## src/rtl/sar_adc_pkg.sv

```systemverilog
package sar_adc_pkg;

  // Bit positions inside the control/status byte; the software view depends on them.
  localparam int CSR_FLAG  = 7;
  localparam int CSR_IE    = 6;
  localparam int CSR_START = 5;
  localparam int CSR_SCAN  = 4;
  localparam int CSR_CKS   = 3;
  localparam int CSR_CH_W  = 3;

  typedef enum logic [1:0] {
    ST_IDLE    = 2'd0,
    ST_SAMPLE  = 2'd1,
    ST_CONVERT = 2'd2
  } sar_state_e;

endpackage

```

## src/rtl/sar_csr.sv

```systemverilog
module sar_csr
  import sar_adc_pkg::*;
#(
  parameter int CH_W = 3
) (
  input  logic            clk,
  input  logic            rst,
  input  logic            wr_i,
  input  logic            rd_i,
  input  logic [7:0]      wdata_i,
  input  logic            done_i,
  input  logic            ack_i,
  output logic [7:0]      rdata_o,
  output logic            flag_o,
  output logic            ie_o,
  output logic            start_o,
  output logic            fast_o,
  output logic [CH_W-1:0] ch_o,
  output logic            launch_o,
  output logic            abort_o,
  output logic            irq_o
);

  logic            flag_q, flag_n;
  logic            armed_q, armed_n;
  logic            ie_q, ie_n;
  logic            start_q, start_n;
  logic            fast_q;
  logic [CH_W-1:0] ch_q;
  logic [2:0]      ch_field;
  logic            scan_req_unused;

  // Multi-channel mode is not built; its request bit is accepted and dropped.
  assign scan_req_unused = wdata_i[CSR_SCAN];

  assign launch_o = wr_i && !start_q && wdata_i[CSR_START];
  assign abort_o  = wr_i && start_q && !wdata_i[CSR_START];

  always_comb begin
    flag_n  = flag_q;
    armed_n = armed_q;
    ie_n    = wr_i ? wdata_i[CSR_IE] : ie_q;
    start_n = start_q;
    if (rd_i && flag_q) armed_n = 1'b1;
    // A zero written to the flag only counts after the flag was seen by a read.
    if (wr_i && !wdata_i[CSR_FLAG] && armed_q) begin
      flag_n  = 1'b0;
      armed_n = 1'b0;
    end
    if (ack_i) begin
      flag_n  = 1'b0;
      armed_n = 1'b0;
    end
    if (launch_o) start_n = 1'b1;
    if (abort_o)  start_n = 1'b0;
    // Completion has the last word: a fresh result must be reported.
    if (done_i) begin
      flag_n  = 1'b1;
      armed_n = 1'b0;
      start_n = 1'b0;
    end
  end

  always_ff @(posedge clk) begin
    if (rst) begin
      flag_q  <= 1'b0;
      armed_q <= 1'b0;
      ie_q    <= 1'b0;
      start_q <= 1'b0;
      fast_q  <= 1'b0;
      ch_q    <= '0;
      irq_o   <= 1'b0;
      rdata_o <= '0;
    end else begin
      flag_q  <= flag_n;
      armed_q <= armed_n;
      ie_q    <= ie_n;
      start_q <= start_n;
      irq_o   <= flag_n && ie_n;
      if (wr_i && !start_q) begin
        fast_q <= wdata_i[CSR_CKS];
        ch_q   <= wdata_i[CH_W-1:0];
      end
      if (rd_i) begin
        rdata_o <= {flag_q, ie_q, start_q, 1'b0, fast_q, ch_field};
      end
    end
  end

  always_comb begin
    ch_field           = '0;
    ch_field[CH_W-1:0] = ch_q;
  end

  assign flag_o  = flag_q;
  assign ie_o    = ie_q;
  assign start_o = start_q;
  assign fast_o  = fast_q;
  assign ch_o    = ch_q;

  // the flag only rises on a completion, never through a write.
  a_r8_flag_rise_from_done: assert property (@(posedge clk) disable iff (rst)
    $rose(flag_q) |-> $past(done_i));

  // an acknowledge without a coincident completion drops the flag.
  a_r7_ack_clears: assert property (@(posedge clk) disable iff (rst)
    ack_i && !done_i |=> !flag_q);

  // without a prior read and without an acknowledge the flag holds.
  a_r8_unread_flag_holds: assert property (@(posedge clk) disable iff (rst)
    flag_q && !armed_q && !ack_i |=> flag_q);

  // channel and speed are frozen while a conversion runs.
  a_r10_fields_frozen: assert property (@(posedge clk) disable iff (rst)
    start_q |=> $stable(ch_q) && $stable(fast_q));

  // completion drops the start bit.
  a_r3_done_clears_start: assert property (@(posedge clk) disable iff (rst)
    done_i |=> !start_q);

endmodule

```

## src/rtl/sar_timer.sv

```systemverilog
module sar_timer #(
  parameter int SLOW_DIV = 8,
  parameter int FAST_DIV = 4
) (
  input  logic clk,
  input  logic rst,
  input  logic run_i,
  input  logic fast_i,
  output logic tick_o
);

  localparam int MAX_DIV = (SLOW_DIV > FAST_DIV) ? SLOW_DIV : FAST_DIV;
  localparam int CNT_W   = (MAX_DIV > 2) ? $clog2(MAX_DIV) : 1;
  localparam logic [CNT_W-1:0] SLOW_LAST = CNT_W'(SLOW_DIV - 1);
  localparam logic [CNT_W-1:0] FAST_LAST = CNT_W'(FAST_DIV - 1);

  logic [CNT_W-1:0] cnt_q;
  logic [CNT_W-1:0] last;

  assign last   = fast_i ? FAST_LAST : SLOW_LAST;
  assign tick_o = run_i && (cnt_q == last);

  always_ff @(posedge clk) begin
    if (rst || !run_i) begin
      cnt_q <= '0;
    end else if (tick_o) begin
      cnt_q <= '0;
    end else begin
      cnt_q <= cnt_q + 1'b1;
    end
  end

  // the step counter never passes the selected period.
  a_r4_count_in_period: assert property (@(posedge clk) disable iff (rst)
    cnt_q <= last);

  // counting restarts from zero whenever the converter is idle.
  a_r4_idle_count_zero: assert property (@(posedge clk) disable iff (rst)
    !run_i |=> cnt_q == '0);

endmodule

```

## src/rtl/sar_engine.sv

```systemverilog
module sar_engine
  import sar_adc_pkg::*;
#(
  parameter int RES_BITS = 10
) (
  input  logic                clk,
  input  logic                rst,
  input  logic                launch_i,
  input  logic                abort_i,
  input  logic                tick_i,
  input  logic                cmp_i,
  output logic                busy_o,
  output logic                sample_o,
  output logic                done_o,
  output logic [RES_BITS-1:0] code_o,
  output logic [RES_BITS-1:0] dac_o
);

  localparam logic [RES_BITS-1:0] TOP_BIT = {1'b1, {(RES_BITS-1){1'b0}}};

  sar_state_e          state_q;
  logic [RES_BITS-1:0] acc_q;
  logic [RES_BITS-1:0] mask_q;
  logic [RES_BITS-1:0] decided;

  // Keep the trial bit only when the input is at or above the trial level.
  assign decided  = cmp_i ? (acc_q | mask_q) : acc_q;
  assign done_o   = (state_q == ST_CONVERT) && tick_i && mask_q[0] && !abort_i;
  assign code_o   = decided;
  assign dac_o    = acc_q | mask_q;
  assign busy_o   = (state_q != ST_IDLE);
  assign sample_o = (state_q == ST_SAMPLE);

  always_ff @(posedge clk) begin
    if (rst) begin
      state_q <= ST_IDLE;
      acc_q   <= '0;
      mask_q  <= '0;
    end else if (abort_i) begin
      state_q <= ST_IDLE;
      mask_q  <= '0;
    end else if (launch_i) begin
      state_q <= ST_SAMPLE;
      acc_q   <= '0;
      mask_q  <= '0;
    end else if (tick_i) begin
      case (state_q)
        ST_SAMPLE: begin
          state_q <= ST_CONVERT;
          mask_q  <= TOP_BIT;
        end
        ST_CONVERT: begin
          acc_q  <= decided;
          mask_q <= mask_q >> 1;
          if (mask_q[0]) state_q <= ST_IDLE;
        end
        default: state_q <= ST_IDLE;
      endcase
    end
  end

  // exactly one trial bit is under test at any time.
  a_r1_single_trial_bit: assert property (@(posedge clk) disable iff (rst)
    $onehot0(mask_q));

  // every converting cycle has a bit under test.
  a_r1_convert_has_trial: assert property (@(posedge clk) disable iff (rst)
    (state_q == ST_CONVERT) |-> (mask_q != '0));

  // bits below the trial bit are still zero during the search.
  a_r1_lower_bits_clear: assert property (@(posedge clk) disable iff (rst)
    (state_q == ST_CONVERT) |-> ((acc_q & (mask_q | (mask_q - 1'b1))) == '0));

  // an abort returns the engine to idle.
  a_r11_abort_idles: assert property (@(posedge clk) disable iff (rst)
    abort_i |=> state_q == ST_IDLE);

endmodule

```

## src/rtl/sar_result_ram.sv

```systemverilog
module sar_result_ram #(
  parameter int CH_W   = 3,
  parameter int DATA_W = 10,
  parameter int OUT_W  = 16
) (
  input  logic             clk,
  input  logic             we_i,
  input  logic [CH_W-1:0]  waddr_i,
  input  logic [DATA_W-1:0] wdata_i,
  input  logic             re_i,
  input  logic [CH_W-1:0]  raddr_i,
  output logic [OUT_W-1:0] rdata_o
);

  localparam int DEPTH = 1 << CH_W;
  localparam int PAD_W = OUT_W - DATA_W;

  logic [DATA_W-1:0] mem [DEPTH];
  logic [DATA_W-1:0] rd_q;

  always_ff @(posedge clk) begin
    if (we_i) mem[waddr_i] <= wdata_i;
  end

  always_ff @(posedge clk) begin
    if (re_i) rd_q <= mem[raddr_i];
  end

  generate
    if (PAD_W > 0) begin : g_pad
      assign rdata_o = {rd_q, {PAD_W{1'b0}}};
    end else begin : g_nopad
      assign rdata_o = rd_q;
    end
  endgenerate

endmodule

```

## src/rtl/sar_adc_ctrl.sv

```systemverilog
module sar_adc_ctrl #(
  parameter int RES_BITS = 10,
  parameter int RES_W    = 16,
  parameter int CH_W     = 3,
  parameter int SLOW_DIV = 8,
  parameter int FAST_DIV = 4
) (
  input  logic                clk,
  input  logic                rst,
  input  logic                csr_wr,
  input  logic                csr_rd,
  input  logic [7:0]          csr_wdata,
  output logic [7:0]          csr_rdata,
  input  logic                xfer_ack,
  input  logic                res_rd,
  input  logic [CH_W-1:0]     res_ch,
  output logic [RES_W-1:0]    res_rdata,
  input  logic                cmp_in,
  output logic [RES_BITS-1:0] dac_code,
  output logic                sample_en,
  output logic                irq
);

  logic                flag, ie, start, fast, launch, abort, done, busy, tick;
  logic [CH_W-1:0]     ch;
  logic [RES_BITS-1:0] code;

  sar_csr #(.CH_W(CH_W)) u_csr (
    .clk      (clk),
    .rst      (rst),
    .wr_i     (csr_wr),
    .rd_i     (csr_rd),
    .wdata_i  (csr_wdata),
    .done_i   (done),
    .ack_i    (xfer_ack),
    .rdata_o  (csr_rdata),
    .flag_o   (flag),
    .ie_o     (ie),
    .start_o  (start),
    .fast_o   (fast),
    .ch_o     (ch),
    .launch_o (launch),
    .abort_o  (abort),
    .irq_o    (irq)
  );

  sar_timer #(.SLOW_DIV(SLOW_DIV), .FAST_DIV(FAST_DIV)) u_timer (
    .clk    (clk),
    .rst    (rst),
    .run_i  (busy),
    .fast_i (fast),
    .tick_o (tick)
  );

  sar_engine #(.RES_BITS(RES_BITS)) u_engine (
    .clk      (clk),
    .rst      (rst),
    .launch_i (launch),
    .abort_i  (abort),
    .tick_i   (tick),
    .cmp_i    (cmp_in),
    .busy_o   (busy),
    .sample_o (sample_en),
    .done_o   (done),
    .code_o   (code),
    .dac_o    (dac_code)
  );

  sar_result_ram #(.CH_W(CH_W), .DATA_W(RES_BITS), .OUT_W(RES_W)) u_ram (
    .clk     (clk),
    .we_i    (done),
    .waddr_i (ch),
    .wdata_i (code),
    .re_i    (res_rd),
    .raddr_i (res_ch),
    .rdata_o (res_rdata)
  );

  // the request follows flag and enable together.
  a_r6_irq_follows_flag: assert property (@(posedge clk) disable iff (rst)
    irq == (flag && ie));

  // the start bit and the engine's activity agree in every cycle.
  a_r3_start_is_busy: assert property (@(posedge clk) disable iff (rst)
    start == busy);

  // a completion is followed by a raised flag.
  a_r5_done_sets_flag: assert property (@(posedge clk) disable iff (rst)
    done |=> flag);

endmodule

```

## config.mk

```make
export PLATFORM = sky130hd
export DESIGN_NAME = sar_adc_ctrl
export DESIGN_NICKNAME = d
export VERILOG_FILES = /design/src/rtl/sar_adc_pkg.sv /design/src/rtl/sar_csr.sv /design/src/rtl/sar_timer.sv /design/src/rtl/sar_engine.sv /design/src/rtl/sar_result_ram.sv /design/src/rtl/sar_adc_ctrl.sv
export SDC_FILE = /design/constraint.sdc
export NUM_CORES = 1
export LEC_CHECK = 0
export BUFFER_PORTS_ARGS = -buffer_cell sky130_fd_sc_hd__clkbuf_2
export CORE_UTILIZATION = 50
export DETAILED_ROUTE_END_ITERATION = 16
export GPL_TIMING_DRIVEN = 0
export PLACE_DENSITY = 0.69
export SETUP_SLACK_MARGIN = 0.1
export SYNTH_ARGS = -nofsm -noshare
export SYNTH_HDL_FRONTEND = slang
export SYNTH_HIERARCHICAL = 1
export SYNTH_SLANG_ARGS = --single-unit
```

## constraint.sdc

```tcl
create_clock -name clk -period 3.21 [get_ports clk]
set_clock_uncertainty 0.05 [all_clocks]
set_input_delay 0.1605 -clock clk [delete_from_list [all_inputs] [get_ports clk]]
set_output_delay 0.1605 -clock clk [all_outputs]
set_load 0.02 [all_outputs]
```

Word-level counts from Yosys, hierarchy flattened --
Memory sizes are Yosys's and may differ from the RTL's. A register that Yosys moved wholly into a read port is not among the register bits. Cells that the tools add are included.
Operators by class: $add $sub $neg 1, $mul 0, divide/modulo/power cells 0, $lt $le $gt $ge 0, equal/unequal tests 5, shifts and indexed selects 0, multiplexer cells 16, bitwise logic cells 2, reduce and logical (&&, ||, !) cells 31
Operators by type and width (count):
- $mux 10 | 4
- $pmux 10 s2 | 1
- $logic_and 1x1->1 | 12
- $or 10x10->10 | 1
- $mux 1 | 8
- $reduce_bool 2->1 | 4
- $reduce_and 2->1 | 3
- $reduce_or 3->1 | 2
- $logic_not 1->1 | 5
- $pmux 2 s2 | 1
- $reduce_or 2->1 | 2
- $reduce_or 4->1 | 1
- $add 3x1->3 const B | 1
- $eq 3x3->1 | 1
- $mux 3 | 1
- $ne 3x2->1 const B | 1
- $reduce_and 3->1 | 1
- $eq 2x1->1 const B | 1
- $eq 2x2->1 const B | 1
- $mux 2 | 1
- $ne 2x1->1 const B | 1
- $logic_or 1x1->1 | 1
- $not 1->1 | 1
Storage, ports and cells: register bits after elaboration 41, bits in latches 0, bits in writable memories 80, bits in read-only memories 0, output and inout bits 36, word-level logic and storage cells 69, memories 1
Memory list:
- u_ram.mem | depth 8, width 10, read ports 1, clocked after Yosys merged registers in 1, write ports 1, line sar_result_ram.sv:18 | logic [DATA_W-1:0] mem [DEPTH];

Depth between registers and ports, before layout --
Gate-level depths: netlist (run 1).
depth in word-level cells 8, gate-level depth with buffers 8, gate-level depth less buffers 8

Modules after synthesis --
The synthesis (run 1) kept the hierarchy.
Modules (own cells, without submodules):
- sar_result_ram | times used 1, cells an instance 145, area each 3482.1 um^2, seq. area each 2702.6 um^2
- sar_engine | times used 1, cells an instance 109, area each 1007.2 um^2, seq. area each 440.4 um^2
- sar_csr | times used 1, cells an instance 61, area each 644.4 um^2, seq. area each 320.3 um^2
- sar_timer | times used 1, cells an instance 13, area each 136.4 um^2, seq. area each 60.1 um^2

Worst setup path after synthesis (run 1) --
Ideal clock, no wire load.
path type register -> register, start register u_engine.state_q[0], end memory u_ram.mem[4][0] (enable), library setup time 390 ps, arrival time 2271 ps, slack 499 ps, stages on the path, launching flop included 9, clock period less this slack 2711 ps, path through dfxtp_1 -> inv_1 -> ha_1 -> inv_1 -> and3_1 -> inv_2 -> nor3_1 -> nand2_1 -> nor3_1
Between the ends: word-level cells in the longest chain between the ends 7
Ends and longest elaborated chain:
- start: declaration | line sar_engine.sv:21 | sar_state_e state_q;
- start signal: assignment | line sar_engine.sv:36 | state_q <= ST_IDLE;
- start signal: assignment | line sar_engine.sv:40 | state_q <= ST_IDLE;
- start signal: assignment | line sar_engine.sv:43 | state_q <= ST_SAMPLE;
- $reduce_bool 2->1 | line sar_engine.sv:31 | assign busy_o = (state_q != ST_IDLE);
- net busy | line sar_adc_ctrl.sv:24 | logic flag, ie, start, fast, launch, abort, done, busy, tick;
- $logic_and 1x1->1 | line sar_timer.sv:21 | assign tick_o = run_i && (cnt_q == last);
- net tick | line sar_adc_ctrl.sv:24
- $logic_and 1x1->1 (3 in a row) | line sar_engine.sv:28 | assign done_o = (state_q == ST_CONVERT) && tick_i && mask_q[0] && !abort_i;
- net done | line sar_adc_ctrl.sv:24
- $mux 1 | line sar_result_ram.sv:22 | if (we_i) mem[waddr_i] <= wdata_i;
- $mux 1 (not written as such) | line sar_result_ram.sv:22
- end: declaration | line sar_result_ram.sv:18
The timed path passes the listed nets, and every way through them passes these cells.

Worst setup path after layout (run 1) --
start register u_engine.state_q[0], end memory u_ram.mem[7][7] (enable)
The elaborated chain is that of the path after synthesis.

==> out/qor.txt, run 1 <==
Via-per-instance ratio = 5.307
Setup TNS Final = 0 ns
DIE AREA = 10950 sq um
Top area cells in the synthesized netlist = edfxtp_1, dfxtp_1, mux4_1
Setup WS post-layout = 0.4194 ns
WL/cell = 17.23 um
Final Util = 0.6309
Synth area leader = edfxtp_1
Final Hold Viols = 0
Via count = 2956
Half-perimeter wire length after placement = 6.027 mm
Fin nets = 431
Inserted Diodes = 0
Die X-Extent = 104.7 um
CP Cell Sequence = inv_1 > ha_1 > inv_1 > and3_1 > inv_2 > nor3_2 > nand2_1 > nor2_2
CTS tree = built
F_max = 0.3583 GHz
Gr usage total = 0.1896
Reg area = 3523 sq um
GRT Residual Overflow = 0
Pre-CTS setup slack = -0.04835 ns
Slowest stage cell, crit path = nor2_2
GP Congestion = 0.7996
Post-route minimum period = 2.791 ns
Status = finished, final reports clean
Clock latency at the later pin of the worst-skew pair = 0.51 ns
Power Total = 3.991 mW
Global-route wire length before repair = 15.38 mm
Net switching power = 0.8303 mW
Pwr Density = 615.6 nW/um^2
CTS root buffer = clkbuf_8
Clock network power share = 0.501
Setup bufs post-CTS = 0
Io pins = 54
Placed cells = 509
Hold WC Path Type = input pin to flip-flop
Sink Count = 131
Routed Antenna Nets = 0
H-tree levels = 4
Port Buf Inserts = 40
Multi-input gate area = 1627 sq um
Synthesis Warnings = 6
Flop pwr share = 0.455
Setup CP Type = flip-flop to flip-flop
Yosys reg bits = 131
Actual slew at the worst max-slew pin = 0.7035 ns
Yosys top cell area share = 0.5128
MaxCap Viol Count = 0
Setup-failing EPs final = 0
Initial DRC Count = 165
Number of global-route vias before repair = 2939
Post-Syn Instances = 328
Asr flop ratio synth = 0
Combinational power share = 0.044
Worst-path clk slew = 0.07 ns
Register area share after synthesis = 0.6686
Fin. max-slew vios = 0
Clock buffer depth = 2
Avg Cell Area, Syn = 16.07 sq um
Crit-path leading delay family = simple AND/OR/NAND/NOR gates
Yosys cell types = 41
Post-synth EDFFs = 90
Most frequent CP cell = inv_1
Core area = 10280 sq um
Worst setup EP type = flip-flop
Drt pass-1 iters = 4
CP Data Required Time = 3.30 ns
Total wire length = 9.597 mm
Cell Count, Final, Fillers Out = 557
CP arrival = 2.88 ns
Initial Utilization = 0.5128
FP Rows = 37
DRC = 0
Post-synthesis cell area = 5270 sq um
Top FF cell, synth = edfxtp_1
Crit Path Max Fanout = 10
Worst path max stage delay = 0.61 ns
Reg-to-reg setup timing slack = 0.42 ns
Net Sw Frac = 0.2080
CTS Buf Count = 17
RSZ-0062 raised after global routing = no
IR drop worst, VDD = 0.3464 mV
Leakage = 2.569 nW
Pint = 3.161 mW
Synth-to-layout area growth = 23.03%
Initial antenna violation count = 0
Final Cycle Share = 0.8693
Height of the die = 104.7 um
Slew headroom = 0.5305
Largest net degree at the start of global routing = 17
Buffer and inverter count on the worst path = 3
Share of cells above drive strength 1 = 0.2922
Worst setup SP type = flip-flop
Layout filler cell count = 763
[sequential cells by signal, indices dropped and copies added, names as in the netlist]
register,flops
u_ram/rd_q,10
u_csr/start_o,1
u_engine/state_q,2
u_csr/irq_o,1
u_csr/rdata_o,7
u_csr/ie_o,1
u_csr/armed_q,1
u_csr/ch_o,3
u_timer/cnt_q,3
u_ram/mem,80
u_csr/flag_o,1
u_csr/fast_o,1
u_engine/acc_q,10
u_engine/mask_q,10
[what timing repair did]
action	CTS	global route
hold buffers	16	0
hold endpoints to repair	23	0
resized for setup	1	8
setup endpoints to repair	80	80
[layout by cell type, fill, tap and decap left out, types with 7 or more instances in the layout]
cell           instances
dlygate4sd3_1         16
inv_1                  7
clkbuf_2              40
clkinv_4               7
nand2_1               14
buf_4                  8
or2_2                 10
dfxtp_1               41
mux2i_1               13
clkbuf_16             16
a22o_1                10
a21oi_1               11
edfxtp_1              90
mux2_2                10
nor2_1                14
a21o_1                10
conb_1                 7
mux4_1                20
nand4_1                9
clkbuf_1               7
[cell usage after synthesis, types with 2 or more instances]
| cell type | number |
|---|---|
| edfxtp_1 | 90 |
| dfxtp_1 | 41 |
| mux4_1 | 20 |
| nor2_1 | 20 |
| nand2_1 | 14 |
| mux2i_1 | 13 |
| a21oi_1 | 11 |
| a21o_1 | 10 |
| a22o_1 | 10 |
| mux2_2 | 10 |
| or2_2 | 10 |
| nand4_1 | 9 |
| buf_4 | 8 |
| inv_1 | 7 |
| clkbuf_1 | 6 |
| buf_6 | 5 |
| ha_1 | 5 |
| nand2b_1 | 5 |
| nor3_1 | 5 |
| a211oi_1 | 3 |
| a21oi_2 | 2 |
| conb_1 | 2 |
| inv_2 | 2 |
| nand3b_1 | 2 |
| o21ai_1 | 2 |
[worst min-delay path, stage by stage]
cell and delay (ns):
buf_4 0.14, nand3b_1 0.09, a31oi_1 0.11, nor2_1 0.09
[area by class of cell]
class | instances | share of cell area
multi-input cells | 172 | 0.2509
clock buffers | 18 | 0.06445
repair buffers | 56 | 0.05558
plain buffers | 21 | 0.02277
well taps | 136 | 0.02624
clock inverters | 14 | 0.03146
inverters | 9 | 0.005210
flip-flops and latches | 131 | 0.5434
[final timing paths]
check / start / endpoint / cells past startpoint
max: u_engine/state_q[0]$_SDFFE_PP0P_ / u_ram/mem[7][7]$_DFFE_PP_ / 8
min: csr_wr / u_csr/flag_o$_SDFF_PP0_ / 4
max reg2reg: u_engine/state_q[0]$_SDFFE_PP0P_ / u_ram/mem[7][7]$_DFFE_PP_ / 8
min reg2reg: u_timer/cnt_q[0]$_SDFF_PP0_ / u_timer/cnt_q[0]$_SDFF_PP0_ / 1
[cell families after synthesis]
| kind of cell | share of synthesized area |
|---|---|
| XOR/XNOR | 0.001662 |
| buffers and inverters | 0.03442 |
| other | 0.001425 |
| adder cells (fa/ha/maj) | 0.01187 |
| multiplexers | 0.1458 |
| AND/OR/NAND/NOR | 0.07882 |
| AO/OA/AOI/OAI | 0.05745 |
| flip-flops | 0.6686 |
[metrics by stage]
| step | cell area, sq um | hold slack (ns) |
|---|---|---|
| 3_3_place_gp | 5659 | 0.3120 |
| 2_1_floorplan | 5289 | 0.1794 |
| 3_5_place_dp | 5669 | 0.3201 |
| 4_1_cts | 6454 | 0.02611 |
| 6_report | 6484 | 0.06583 |
| 5_1_grt | 6484 | 0.1025 |
[power groups by stage]
stage | Combinational (mW) | Clock (mW) | Sequential (mW)
floorplan | 0.103 | 0 | 1.86
global placement | 0.159 | 0 | 1.85
detailed placement | 0.162 | 0 | 1.85
CTS | 0.178 | 2.03 | 1.81
global route | 0.191 | 2.10 | 1.82
finish | 0.177 | 2.00 | 1.82
[per-layer routing]
layer	up-vias	part of all wire	track usage
li1	1423	-	-
met1	1455	0.45	0.2434
met2	64	0.50	0.3070
met3	14	0.034	0.04429
met4	0	0.018	0.08753
met5	-	0	0
(Power assumes the default switching activity.)
==> run 2, diff against run 1 <==
--- a/config.mk
+++ b/config.mk
@@ -8,7 +8,7 @@
 export BUFFER_PORTS_ARGS = -buffer_cell sky130_fd_sc_hd__clkbuf_2
 export CORE_UTILIZATION = 50
 export DETAILED_ROUTE_END_ITERATION = 16
-export GPL_TIMING_DRIVEN = 0
+export GPL_TIMING_DRIVEN = 1
 export PLACE_DENSITY = 0.69
 export SETUP_SLACK_MARGIN = 0.1
 export SYNTH_ARGS = -nofsm -noshare
==> out/qor.txt, run 2 (synthesis gave the netlist of run 1 again) <==
GP Congestion = 0.7519 (was 0.7996)
FP Rows = 37 (unchanged)
MaxCap Viol Count = 0 (unchanged)
Worst setup SP type = flip-flop (unchanged)
GRT Residual Overflow = 0 (unchanged)
DRC = 0 (unchanged)
DIE AREA = 10950 sq um (unchanged)
Port Buf Inserts = 45 (was 40)
Gr usage total = 0.1814 (was 0.1896)
H-tree levels = 4 (unchanged)
Leakage = 2.525 nW (was 2.569 nW)
Die X-Extent = 104.7 um (unchanged)
CP Data Required Time = 3.36 ns (was 3.30 ns)
IR drop worst, VDD = 0.3122 mV (was 0.3464 mV)
Reg-to-reg setup timing slack = 0.86 ns (was 0.42 ns)
Core area = 10280 sq um (unchanged)
Final Hold Slack = 0.03351 ns (was 0.06583 ns)
Initial Utilization = 0.5128 (unchanged)
Final Util = 0.6160 (was 0.6309)
Crit Path Max Fanout = 15 (was 10)
Post-route minimum period = 2.349 ns (was 2.791 ns)
Total wire length = 9.127 mm (was 9.597 mm)
RSZ-0062 raised after global routing = no (unchanged)
Via-per-instance ratio = 5.300 (was 5.307)
Half-perimeter wire length after placement = 5.977 mm (was 6.027 mm)
Setup CP Type = flip-flop to flip-flop (unchanged)
Initial antenna violation count = 0 (unchanged)
Worst-path clk slew = 0.06 ns (was 0.07 ns)
Setup TNS Final = 0 ns (unchanged)
CTS root buffer = clkbuf_8 (unchanged)
R2R depth = 11 (was 8)
Fin area = 6331 sq um (was 6484 sq um)
Via count = 2894 (was 2956)
Largest Register = u_ram/mem (unchanged)
Pwr Density = 619.0 nW/um^2 (was 615.6 nW/um^2)
Actual slew at the worst max-slew pin = 0.6005 ns (was 0.7035 ns)
Slew headroom = 0.5997 (was 0.5305)
WL/cell = 16.72 um (was 17.23 um)
Final Cycle Share = 0.7319 (was 0.8693)
Final Hold Viols = 0 (unchanged)
CP arrival = 2.50 ns (was 2.88 ns)
Global-route wire length before repair = 14.90 mm (was 15.38 mm)
Hold depth = 4 (unchanged)
Share of cells above drive strength 1 = 0.2829 (was 0.2922)
Number of global-route vias before repair = 2940 (was 2939)
Largest net degree at the start of global routing = 21 (was 17)
Fin. max-slew vios = 0 (unchanged)
Routed Antenna Nets = 0 (unchanged)
Clock buffer depth = 2 (unchanged)
Fin nets = 420 (was 431)
Io pins = 54 (unchanged)
Post-DP Area = 5612 sq um (was 5669 sq um)
Max reg flops = 80 (unchanged)
Power Total = 3.919 mW (was 3.991 mW)
Height of the die = 104.7 um (unchanged)
Sink Count = 131 (unchanged)
Synth-to-layout area growth = 20.13% (was 23.03%)
F_max = 0.4256 GHz (was 0.3583 GHz)
Pre-CTS setup slack = 0.8633 ns (was -0.04835 ns)
Setup-failing EPs final = 0 (unchanged)
CTS Buf Count = 17 (unchanged)
Commonest non-fill, non-tap cell in the layout = edfxtp_1 (unchanged)
Status = finished, final reports clean (unchanged)
CTS tree = built (unchanged)
Clock latency at the later pin of the worst-skew pair = 0.51 ns (about the same)
Setup WS post-layout = 0.8605 ns (was 0.4194 ns)
Inserted Diodes = 0 (unchanged)
Drt pass-1 iters = 4 (unchanged)
Initial DRC Count = 121 (was 165)
Most frequent cells in the layout = edfxtp_1, clkbuf_2, dfxtp_1, nor2_1, mux4_1 (was edfxtp_1, dfxtp_1, clkbuf_2, mux4_1)
Hold WC Path Type = input pin to flip-flop (unchanged)
Placed cells = 503 (was 509)
Worst setup EP type = flip-flop (unchanged)
Cell Count, Final, Fillers Out = 546 (was 557)
==> run 2: path summary, 6_finish.rpt <==
check	endpoint	startpoint
setup / recovery	u_ram/mem[0][8]$_DFFE_PP_	u_engine/state_q[0]$_SDFFE_PP0P_
hold reg to reg	u_timer/cnt_q[0]$_SDFF_PP0_	u_timer/cnt_q[0]$_SDFF_PP0_
hold / removal	u_csr/flag_o$_SDFF_PP0_	csr_wdata[7]
setup reg to reg	u_ram/mem[0][8]$_DFFE_PP_	u_engine/state_q[0]$_SDFFE_PP0P_
==> run 2: metal layers <==
| metal | global-route usage | share of wire |
|---|---|---|
| met2 | 0.2928 | 0.50 |
| met1 | 0.2338 | 0.46 |
| met3 | 0.05802 | 0.035 |
| met4 | 0.05835 | 0.0072 |
| met5 | 0 | 0 |
==> run 2: critical path, stage by stage, from the launching register on <==
cell and delay (ns):
dfxtp_1 0.35, inv_1 0.08, ha_1 0.20, inv_1 0.06, and3_1 0.14, buf_4 0.19, inv_2 0.06, nor3_1 0.18
buf_4 0.17, nand2b_1 0.13, nor3_1 0.19, buf_4 0.23
==> run 2: cell type report <==
cell class,count,area (sq um)
Clock buffer,17,414.1
Clock inverter,15,195.2
Fill cell,772,3946
Inverter,9,33.78
Multi-Input combinational cell,172,1584
Sequential cell,131,3523
Tap cell,136,170.2
Timing Repair Buffer,66,410.4
==> run 2: where the power goes <==
group          internal [mW]  switching [mW]  total, mW  leakage, nW
Combinational         0.0667          0.0855      0.152         1.06
Sequential              1.80          0.0106       1.81         1.17
Clock                   1.21           0.746       1.95        0.293
Total                   3.08           0.842       3.92         2.52
==> run 2: repair_timing <==
item                      4_1_cts  5_1_grt
gates resized for setup         0        0
hold buffers                   11        0
hold endpoints to repair       17        0
buffers inserted                0        0
==> run 3, diff against run 2 <==
==> constraint.sdc (replaced) <==
create_clock -name clk -period 2.31 [get_ports clk]
set_clock_uncertainty 0.05 [all_clocks]
set_input_delay 0.1155 -clock clk [delete_from_list [all_inputs] [get_ports clk]]
set_output_delay 0.1155 -clock clk [all_outputs]
set_load 0.02 [all_outputs]
==> out/qor.txt, run 3 (synthesis gave the netlist of run 1 again) <==
Reg-to-reg setup timing slack = 0.21 ns (was 0.86 ns)
IR drop worst, VDD = 0.4124 mV (was 0.3122 mV)
Number of global-route vias before repair = 2889 (was 2940)
Sink Count = 131 (unchanged)
Hold depth = 3 (was 4)
CTS root buffer = clkbuf_8 (unchanged)
Largest Register = u_ram/mem (unchanged)
FP Rows = 37 (unchanged)
CTS Buf Count = 17 (unchanged)
Io pins = 54 (unchanged)
RSZ-0062 raised after global routing = no (unchanged)
Met2 usage = 0.3278 (was 0.2928)
Routed Antenna Nets = 0 (unchanged)
GP Congestion = 0.7899 (was 0.7519)
Crit-path leading delay family = buffers and inverters (unchanged)
Post-DP Area = 5690 sq um (was 5612 sq um)
Setup CP Type = flip-flop to flip-flop (unchanged)
Gr usage total = 0.1881 (was 0.1814)
Via-per-instance ratio = 5.270 (was 5.300)
Half-perimeter wire length after placement = 6.243 mm (was 5.977 mm)
R2r startpoint = u_engine/state_q[0]$_SDFFE_PP0P_ (unchanged)
Port Buf Inserts = 45 (unchanged)
Post-route minimum period = 2.103 ns (was 2.349 ns)
Setup-failing EPs final = 0 (unchanged)
Via count = 2893 (was 2894)
Worst Hold End = u_csr/rdata_o[6]$_SDFFE_PP0P_ (was u_csr/flag_o$_SDFF_PP0_)
F_max = 0.4756 GHz (was 0.4256 GHz)
Synth-to-layout area growth = 21.58% (was 20.13%)
GR Util met1 = 0.2264 (was 0.2338)
Core area = 10280 sq um (unchanged)
Worst setup EP type = flip-flop (unchanged)
Initial DRC Count = 162 (was 121)
Clock latency at the later pin of the worst-skew pair = 0.50 ns (was 0.51 ns)
MaxCap Viol Count = 0 (unchanged)
Actual slew at the worst max-slew pin = 0.5336 ns (was 0.6005 ns)
CP arrival = 2.44 ns (was 2.50 ns)
Inserted Diodes = 0 (unchanged)
Die X-Extent = 104.7 um (unchanged)
Status = finished, final reports clean (unchanged)
CP Data Required Time = 2.65 ns (was 3.36 ns)
Power Total = 5.192 mW (was 3.919 mW)
DRC = 0 (unchanged)
FF-to-FF End = u_csr/armed_q$_SDFFE_PP0P_ (was u_ram/mem[0][8]$_DFFE_PP_)
Max reg flops = 80 (unchanged)
Initial Utilization = 0.5128 (unchanged)
Leakage = 2.531 nW (was 2.525 nW)
Final Hold Viols = 0 (unchanged)
Buffer and inverter count on the worst path = 5 (was 6)
Commonest non-fill, non-tap cell in the layout = edfxtp_1 (unchanged)
Initial antenna violation count = 0 (unchanged)
Share of cells above drive strength 1 = 0.3123 (was 0.2829)
Height of the die = 104.7 um (unchanged)
Fin. max-slew vios = 0 (unchanged)
Setup TNS Final = 0 ns (unchanged)
Drt pass-1 iters = 5 (was 4)
Fin nets = 423 (was 420)
Total wire length = 9.443 mm (was 9.127 mm)
Most frequent cells in the layout = edfxtp_1, clkbuf_2, dfxtp_1, mux4_1, clkbuf_16 (was edfxtp_1, clkbuf_2, dfxtp_1, nor2_1, mux4_1)
R2R depth = 9 (was 11)
Most frequent CP cell = inv_1 (was buf_4)
Final Cycle Share = 0.9102 (was 0.7319)
DIE AREA = 10950 sq um (unchanged)
Worst-path clk slew = 0.06 ns (about the same)
Slew headroom = 0.6443 (was 0.5997)
WL/cell = 17.20 um (was 16.72 um)
GRT Max-Usage Layer = met2 (unchanged)
Pwr Density = 810.4 nW/um^2 (was 619.0 nW/um^2)
Fin area = 6407 sq um (was 6331 sq um)
Hold_sp = csr_rd (was csr_wdata[7])
H-tree levels = 4 (unchanged)
Setup bufs post-CTS = 0 (unchanged)
Hold WC Path Type = input pin to flip-flop (unchanged)
GR Layer Usage met3 = 0.04429 (was 0.05802)
Crit Path Max Fanout = 3 (was 15)
CP Cell Sequence = inv_1 > ha_1 > inv_1 > and3_4 > inv_2 > nor3_4 > buf_6 > a2111oi_2 > dlygate4sd3_1 (was inv_1 > ha_1 > inv_1 > and3_1 > buf_4 > inv_2 > nor3_1 > buf_4 > nand2b_1 > nor3_1 > buf_4)
Worst setup SP type = flip-flop (unchanged)
Global-route wire length before repair = 15.09 mm (was 14.90 mm)
Largest net degree at the start of global routing = 21 (unchanged)
CTS tree = built (unchanged)
Clock buffer depth = 2 (unchanged)
GRT Residual Overflow = 0 (unchanged)
Worst path max stage delay = 0.58 ns (was 0.35 ns)
Slowest stage cell, crit path = dlygate4sd3_1 (was dfxtp_1)
[run 3: layout make-up]
| cell class | count | area (sq um) |
|---|---|---|
| repair buffers | 69 | 456.7 |
| flip-flops and latches | 131 | 3525 |
| well taps | 136 | 170.2 |
| clock inverters | 10 | 68.82 |
| fillers | 773 | 3870 |
| clock buffers | 22 | 490.5 |
| multi-input cells | 172 | 1663 |
| inverters | 9 | 33.78 |
[run 3: stage by stage]
step | hold WS [ns] | instances | utilization | setup slack [ns]
4_1_cts | 0.03004 | 549 | 0.6217 | 0.1941
3_3_place_gp | 0.2668 | 503 | 0.5537 | 0.2453
6_report | 0.05983 | 549 | 0.6234 | 0.2074
5_1_grt | 0.06631 | 549 | 0.6234 | 0.1044
3_5_place_dp | 0.2723 | 503 | 0.5537 | 0.2157
2_1_floorplan | 0.1344 | 333 | - | 0.1351
[run 3: worst max-delay path by stage]
stage	slack (ns)	from	cells after the start	to
after CTS	0.19	u_engine/state_q[0]$_SDFFE_PP0P_	9	u_ram/mem[4][1]$_DFFE_PP_
after global routing	0.10	u_csr/fast_o$_SDFFE_PP0N_	7	u_csr/armed_q$_SDFFE_PP0P_
after floorplan	0.14	u_engine/state_q[0]$_SDFFE_PP0P_	8	u_ram/mem[0][0]$_DFFE_PP_
after detailed placement	0.22	u_engine/state_q[0]$_SDFFE_PP0P_	9	u_ram/mem[0][5]$_DFFE_PP_
final	0.21	u_engine/state_q[0]$_SDFFE_PP0P_	9	u_csr/armed_q$_SDFFE_PP0P_
after global placement	0.25	u_engine/state_q[0]$_SDFFE_PP0P_	9	u_ram/mem[0][4]$_DFFE_PP_
[run 3: worst min-delay path: stages]
cell,delay [ns]
clkbuf_2,0.21
mux2i_1,0.17
nor2_1,0.08
[run 3: routing by layer]
| layer | routed length (um) | vias to the layer above |
|---|---|---|
| met3 | 406 | 4 |
| met1 | 3892 | 1417 |
| met4 | 39 | 0 |
| li1 | - | 1401 |
| met2 | 5104 | 71 |
| met5 | 0 | - |
[run 3: repair_timing]
| item | in CTS | in global routing |
|---|---|---|
| hold buffers | 14 | 0 |
| endpoints found under the setup margin | 0 | 81 |
| hold endpoints to repair | 21 | 0 |
| resized for setup | 0 | 5 |
[run 3: power by group]
| part | switching, mW | total [mW] | leakage [nW] | internal (mW) |
|---|---|---|---|---|
| Clock | 0.946 | 2.44 | 0.287 | 1.49 |
| Sequential | 0.0171 | 2.52 | 1.17 | 2.51 |
| Combinational | 0.126 | 0.227 | 1.07 | 0.101 |
